<file path="src/rtl/tmr_pkg.sv">
package tmr_pkg;
  typedef enum logic {
    SEL_CTRL = 1'b0,
    SEL_CNT  = 1'b1
  } reg_sel_e;

  localparam int unsigned RUN_BIT  = 0;
  localparam int unsigned FLAG_BIT = 1;
endpackage

</file>
<file path="src/rtl/tmr_ctrl.sv">
module tmr_ctrl
  import tmr_pkg::*;
#(
  parameter int unsigned CNT_W = 8
) (
  input  logic             clk_i,
  input  logic             rst_ni,
  input  logic             wr_ctrl_i,
  input  logic             wr_cnt_i,
  input  logic [CNT_W-1:0] wdata_i,
  output logic             run_o,
  output logic             pre_vld_o,
  output logic [CNT_W-1:0] preset_o,
  output logic             load_o,
  output logic             kill_o
);
  logic             run_q;
  logic             vld_q;
  logic [CNT_W-1:0] preset_q;

  // preset accepted only while stopped and nonzero
  assign load_o = wr_cnt_i && !run_q && (wdata_i != '0);
  assign kill_o = wr_ctrl_i && run_q && !wdata_i[RUN_BIT];

  always_ff @(posedge clk_i or negedge rst_ni) begin
    if (!rst_ni) begin
      run_q    <= 1'b0;
      vld_q    <= 1'b0;
      preset_q <= '0;
    end else begin
      if (wr_ctrl_i) run_q <= wdata_i[RUN_BIT];
      if (kill_o) begin
        vld_q    <= 1'b0;
        preset_q <= '0;
      end else if (load_o) begin
        vld_q    <= 1'b1;
        preset_q <= wdata_i;
      end
    end
  end

  assign run_o     = run_q;
  assign pre_vld_o = vld_q;
  assign preset_o  = preset_q;
endmodule

</file>
<file path="src/rtl/tmr_counter.sv">
module tmr_counter #(
  parameter int unsigned CNT_W = 8
) (
  input  logic             clk_i,
  input  logic             rst_ni,
  input  logic             run_i,
  input  logic             pre_vld_i,
  input  logic [CNT_W-1:0] preset_i,
  input  logic             tick_i,
  input  logic             load_i,
  input  logic [CNT_W-1:0] load_val_i,
  input  logic             kill_i,
  output logic [CNT_W-1:0] cnt_o,
  output logic             expire_o
);
  logic [CNT_W-1:0] cnt_q;
  logic [CNT_W-1:0] base;
  logic [CNT_W-1:0] nxt;
  logic             step;

  assign step = run_i && pre_vld_i && tick_i;

  // a zero count reloads and decrements in the same tick: period = preset
  always_comb begin
    base = (cnt_q == '0) ? preset_i : cnt_q;
    nxt  = base - 1'b1;
  end

  assign expire_o = step && (nxt == '0);

  always_ff @(posedge clk_i or negedge rst_ni) begin
    if (!rst_ni)     cnt_q <= '0;
    else if (kill_i) cnt_q <= '0;
    else if (load_i) cnt_q <= load_val_i;
    else if (step)   cnt_q <= nxt;
  end

  assign cnt_o = cnt_q;
endmodule

</file>
<file path="src/rtl/tmr_irq.sv">
module tmr_irq (
  input  logic clk_i,
  input  logic rst_ni,
  input  logic expire_i,
  input  logic clr_i,
  output logic flag_o,
  output logic irq_oe_o,
  output logic irq_n_o
);
  logic flag_q;

  // expiry wins over a same-cycle clear
  always_ff @(posedge clk_i or negedge rst_ni) begin
    if (!rst_ni)       flag_q <= 1'b0;
    else if (expire_i) flag_q <= 1'b1;
    else if (clr_i)    flag_q <= 1'b0;
  end

  assign flag_o   = flag_q;
  assign irq_oe_o = flag_q;
  assign irq_n_o  = ~flag_q;
endmodule

</file>
<file path="src/rtl/tmr_periodic.sv">
module tmr_periodic
  import tmr_pkg::*;
#(
  parameter int unsigned CNT_W = 8
) (
  input  logic             clk_i,
  input  logic             rst_ni,
  input  logic             tick_i,
  input  logic             wr_en_i,
  input  logic             addr_i,
  input  logic [CNT_W-1:0] wdata_i,
  output logic [CNT_W-1:0] rdata_o,
  output logic             irq_oe_o,
  output logic             irq_n_o
);
  localparam int unsigned PAD_W = CNT_W - 2;

  logic             wr_ctrl, wr_cnt;
  logic             run, pre_vld, load, kill, expire, flag, clr;
  logic [CNT_W-1:0] preset, cnt;

  assign wr_ctrl = wr_en_i && (addr_i == SEL_CTRL);
  assign wr_cnt  = wr_en_i && (addr_i == SEL_CNT);
  assign clr     = wr_ctrl && !wdata_i[FLAG_BIT];

  tmr_ctrl #(.CNT_W(CNT_W)) u_ctrl (
    .clk_i, .rst_ni,
    .wr_ctrl_i (wr_ctrl),
    .wr_cnt_i  (wr_cnt),
    .wdata_i,
    .run_o     (run),
    .pre_vld_o (pre_vld),
    .preset_o  (preset),
    .load_o    (load),
    .kill_o    (kill)
  );

  tmr_counter #(.CNT_W(CNT_W)) u_cnt (
    .clk_i, .rst_ni,
    .run_i      (run),
    .pre_vld_i  (pre_vld),
    .preset_i   (preset),
    .tick_i,
    .load_i     (load),
    .load_val_i (wdata_i),
    .kill_i     (kill),
    .cnt_o      (cnt),
    .expire_o   (expire)
  );

  tmr_irq u_irq (
    .clk_i, .rst_ni,
    .expire_i (expire),
    .clr_i    (clr),
    .flag_o   (flag),
    .irq_oe_o,
    .irq_n_o
  );

  always_comb begin
    if (addr_i == SEL_CNT) rdata_o = cnt;
    else                   rdata_o = {{PAD_W{1'b0}}, flag, run};
  end
endmodule

</file>
<file path="config.mk">
export PLATFORM = sky130hd
export DESIGN_NAME = tmr_periodic
export DESIGN_NICKNAME = d
export VERILOG_FILES = /design/src/rtl/tmr_pkg.sv /design/src/rtl/tmr_ctrl.sv /design/src/rtl/tmr_counter.sv /design/src/rtl/tmr_irq.sv /design/src/rtl/tmr_periodic.sv
export SDC_FILE = /design/constraint.sdc
export NUM_CORES = 1
export LEC_CHECK = 0
export BUFFER_PORTS_ARGS = -buffer_cell sky130_fd_sc_hd__buf_4
export CORE_ASPECT_RATIO = 1.5
export CORE_MARGIN = 10
export CORE_UTILIZATION = 30
export CTS_CLUSTER_DIAMETER = 30
export DETAILED_ROUTE_END_ITERATION = 6
export PLACE_DENSITY_LB_ADDON = 0.12
export REMOVE_ABC_BUFFERS = 1
export SYNTH_ARGS = -nofsm -noshare
export SYNTH_HDL_FRONTEND = slang
export SYNTH_SLANG_ARGS = --single-unit
</file>
<file path="constraint.sdc">
create_clock -name clk_i -period 2.3 [get_ports clk_i]
set_input_delay 0.46 -clock clk_i [delete_from_list [all_inputs] [get_ports clk_i]]
set_output_delay 0.46 -clock clk_i [all_outputs]
set_load 0.01 [all_outputs]
</file>
Word-level counts from Yosys, hierarchy flattened
Index checks and enable logic that the tools add are counted.
- reduce and logical (&&, ||, !) cells: 19
- muxes and demuxes: 11
- add/sub/neg operators: 1
- bitwise operators: 2
- eq/ne operators: 0
- shift operators: 0
- magnitude comparators: 0
- divide/modulo/power cells: 0
- multiply operators: 0
- operators with widths (cell ; count):
    two-way mux 8 bit ; 7
    zero test 8 bit ; 2
    logical AND 1 bit ; 10
    nonzero test 8 bit ; 1
    subtractor 8 x 1 -> 8 bit (second input constant) ; 1
    two-way mux 1 bit ; 4
    nonzero test 2 bit ; 2
    zero test 1 bit ; 3
    nonzero test 3 bit ; 1
    inverter 1 bit ; 2
- bits in latches: 0
- memories: 0
- word-level logic and storage cells: 38
- ROM bits: 0
- register bits after elaboration: 19
- output and inout bits: 10
- RAM bits: 0

Depth between registers and ports, before layout
- depth in word-level cells: 6
- depth in mapped cells: 10
- mapped depth without buffers: 9

Hierarchy
Synthesis repeated with hierarchy kept, for this count alone.
- cells, all modules: 165
- area, all modules: 1410.1 µm²
- modules (own cells, without submodules) (module ; cells an instance ; area an instance (µm²) ; times used ; seq. area each (µm²)):
    tmr_counter ; 106 ; 817.0 ; 1 ; 200.2
    tmr_ctrl ; 43 ; 450.4 ; 1 ; 250.2
    tmr_periodic ; 12 ; 95.1 ; 1 ; 0.0
    tmr_irq ; 4 ; 47.5 ; 1 ; 25.0

Worst setup path before layout
Ideal clock, no wire load.
- kind: register -> register
- start point: reg u_cnt.cnt_q[0] (netlist: u_cnt.cnt_o[0])
- end point: reg u_irq.flag_q (netlist: u_irq.flag_o)
- slack: -40 ps
- cell stages (with the launch flop): 11
- path buffers: 1
- data arrival time: 2230 ps
- cells stage by stage: dfrtp_1 > buf_6 > or4_4 > nor2_1 > a21oi_1 > ha_1 > nand2b_1 > a21oi_1 > xor2_1 > a31oi_1 > o41ai_1
- word-level cells in the longest chain between the ends: 6
- elaborated cells between the ends (all ways): 7
- classes of those cells: add/sub: 1; mux: 2; reduce/logical: 4
- ends and longest elaborated chain (element ; RTL line ; text):
    start: declaration ; tmr_counter.sv:16 ; logic [CNT_W-1:0] cnt_q;
    start signal: assignment ; tmr_counter.sv:34 ; else if (load_i) cnt_q <= load_val_i;
    start signal: assignment ; tmr_counter.sv:35 ; else if (step) cnt_q <= nxt;
    zero test 8 bit ; tmr_counter.sv:25 ; base = (cnt_q == '0) ? preset_i : cnt_q;
    two-way mux 8 bit (*) ; tmr_counter.sv:25 ;
    subtractor 8 x 1 -> 8 bit (*) ; tmr_counter.sv:26 ; nxt = base - 1'b1;
    zero test 8 bit (*) ; tmr_counter.sv:29 ; assign expire_o = step && (nxt == '0);
    logical AND 1 bit (*) ; tmr_counter.sv:29 ;
    two-way mux 1 bit or nonzero test 2 bit (tied branches) ; - ;
    end signal: assignment ; tmr_irq.sv:14 ; if (!rst_ni) flag_q <= 1'b0;
    end signal: assignment ; tmr_irq.sv:15 ; else if (expire_i) flag_q <= 1'b1;
    end signal: assignment ; tmr_irq.sv:16 ; else if (clr_i) flag_q <= 1'b0;
    end: declaration ; tmr_irq.sv:10 ; logic flag_q;
Mark *: on every way between the ends. The rest lies on a longest branch, timed or not.
A chain may end at the register's enable or synchronous reset.

Worst setup path after layout
- start point: reg u_cnt.cnt_q[1] (netlist: u_cnt.cnt_o[1])
- end point: reg u_irq.flag_q (netlist: u_irq.flag_o)
Same word-level chain as after synthesis.

==> metrics.txt <==
run status complete, no violations; CTS tree done; area of the mapped netlist 0.00126 sq mm; Critical Path Sink Type flop; port buffer count 22; Core Area 0.00399 sq mm; post-route minimum period 2.24 ns; first-pass GRT wire length 7.00 mm; WP data required 2.46 ns; most frequent cells in the layout buf_4, nand2_1, dfrtp_1; final std cells w/o fill 233; drt total wl 4.11 mm; post-synth cell types 41; post-route ant nets 0; Hold Crit Class in -> async; Area after DPL 0.00158 sq mm; Clock Latency Late Sink 0.26 ns; row cnt 28; Max Fclk 0.447 GHz; sequential cell area 475 sq um; RSZ-0062 raised after global routing true; ys flop type dfrtp_1; nets 204; fillers 443; post-route cell area 0.00165 sq mm; DRT Pass-1 Iters 5; clk sinks 19; Inserted Diodes 0; TritonCTS buffer count 3; commonest non-fill, non-tap cell in the layout buf_4; Die Ht 99.4 um; Leak Pwr 0.706 nW; largest net degree at the start of global routing 20; initial antenna violation count 0; Least-Margin Pin Slew 0.529 ns; vias per cell 5.72; CTS Root Buffer Type clkbuf_8; Area Growth Syn to Fin 30.6%; CP Launch Type flop; dpl hpwl 3.27 mm; P_sw 0.000721 W; Max-cap violations 0; #FFs+latches synth 19; EDFF count, synth 0; GR Overflow Total 0; fin util 41.2%; area of the multi-input gates 756 sq um; Worst slew margin 64.5%; via count 1333; Seq/Total Area, Yosys 37.7%; Syn Inst Count 152; Yosys Warn Count 0; Comb power frac 57.0%; I/O pin total 23; Avg WL per Cell 17.6 um; Power Density 1060 mW/mm^2; Iteration-0 DRC Markers 88; Mapped Avg Cell Area 8.29 sq um; Fin. Hold Viols 0; layout cells sized above 1 28.7%; max-slew violations 0; worst-path fanout max 2; Initial Util 31.5%; Worst Path Arrival 2.39 ns; final period utilization 97.2%; CTS clk-pin slew, worst paths 0.08 ns; worst vdd ir 442 uV; Sw Share 41.5%; DRC Markers 0; Die Width 72.9 um; Crit Path Category reg -> reg; Routability Congestion 0.879; clk buf depth 2; Sequential Power Share 29.2%; Inst Count DP 229; clk_skew 0.00784 ns; Post-CTS Setup Bufs 0; final setup vio count 0; Pint 0.00102 W; Post-synth ARST share 100%; hold buffer count at cts 0; die area 0.00725 sq mm; vias in the first global route 1423; Global Route Usage Sum 11.9%; Clock Power Share 13.7%; # H-tree levels 1
-- routing by layer --
layer,GRT usage [%],part of all wire [%],vias to the layer above
li1,-,-,636
met1,13.5,40,636
met2,20.1,52,52
met5,0,0,-
met4,5.43,1.9,0
met3,2.89,6.6,9
-- cells by family (layout without fill, tap and decap cells) --
group / count (synthesis) / count (layout) / synth area share (%)
and+or+nand+nor: 68 / 68 / 27.6
AOI/OAI and AO/OA: 45 / 45 / 23.2
DFF: 19 / 19 / 37.7
buffers and inverters: 11 / 47 / 3.97
xor gates and xnor gates: 4 / 4 / 2.78
muxes: 3 / 3 / 2.68
adders and majority gates: 2 / 2 / 1.99
-- through the flow --
stage	setup TNS, ns	setup WS (ns)	total power [W]	hold slack (ns)
after detailed placement	-0.0481	-0.0481	0.00147	0.357
after global placement	0	0.0210	0.00147	0.355
final	0	0.0643	0.00174	0.0631
after global routing	-0.101	-0.101	0.00188	0.0753
after floorplan	-0.00265	-0.00265	0.00105	0.164
after CTS	0	0.0537	0.00172	0.0755
-- repair_timing --
action                     in CTS  in global routing
setup endpoints to repair       1                  4
pin swaps                       1                  4
resized for setup               1                  5
hold endpoints to repair        0                  0
cloned                          0                  0
-- path summary, 6_finish.rpt --
| check | slack, ns | from | endpoint | cells past startpoint |
|---|---|---|---|---|
| setup / recovery | 0.06 | u_cnt.cnt_o[1] | u_irq.flag_o | 9 |
| hold / removal | 0.06 | rst_ni | u_ctrl.run_o | 1 |
| setup reg to reg | 0.06 | u_cnt.cnt_o[1] | u_irq.flag_o | 9 |
| hold reg to reg | 0.54 | u_ctrl.pre_vld_o | u_ctrl.pre_vld_o | 2 |
| max in group asynchronous | 2.02 | rst_ni | u_ctrl.preset_o[5] | 1 |
| min in group clk_i | 0.45 | wdata_i[0] | u_ctrl.preset_o[0] | 2 |
-- area by class of cell --
class,instances,area share [%]
multi-input cells,122,45.9
flip-flops and latches,19,28.9
repair buffers,40,18.3
well taps,45,3.42
clock buffers,3,2.51
inverters,3,0.684
clock inverters,1,0.304
-- registers in the layout, summed over array words and instances (netlist names) --
name              count
u_irq.flag_o          1
u_ctrl.run_o          1
u_ctrl.pre_vld_o      1
u_cnt.cnt_o           8
u_ctrl.preset_o       8
-- synth_stat cells (2+ instances only) --
cell type | count | area, sq um
nand2_1 | 22 | 82.6
a21oi_1 | 20 | 100
dfrtp_1 | 19 | 475
nor2_1 | 11 | 41.3
and2_1 | 6 | 37.5
clkbuf_1 | 6 | 22.5
nor3_1 | 5 | 25.0
a211oi_1 | 4 | 30.0
nand3_1 | 4 | 20.0
nor4_1 | 4 | 25.0
a31oi_1 | 3 | 18.8
inv_1 | 3 | 11.3
mux2_2 | 3 | 33.8
nand4_1 | 3 | 18.8
nor4b_1 | 3 | 26.3
o21ai_0 | 3 | 15.0
a211o_1 | 2 | 17.5
and3_1 | 2 | 12.5
ha_1 | 2 | 25.0
nand2b_1 | 2 | 12.5
nor3b_1 | 2 | 15.0
or3_1 | 2 | 12.5
xnor2_1 | 2 | 17.5
xor2_1 | 2 | 17.5
-- power groups by stage --
stage               registers (W)  logic (W)  clock network (W)
detailed placement       0.000513   0.000960                  0
CTS                      0.000506   0.000969           0.000243
global placement         0.000511   0.000955                  0
floorplan                0.000550   0.000499                  0
global route             0.000523    0.00111           0.000254
finish                   0.000508   0.000991           0.000239
-- critical path: stages, from the launching register on --
cell and delay, ns:
dfrtp_1 0.38, or4_4 0.57, nor2_4 0.15, a21oi_2 0.08, ha_2 0.19, nand2b_1 0.06
a21oi_1 0.05, xor2_1 0.18, a31oi_1 0.10, o41ai_1 0.36
Power figures use the tool's default switching activity.
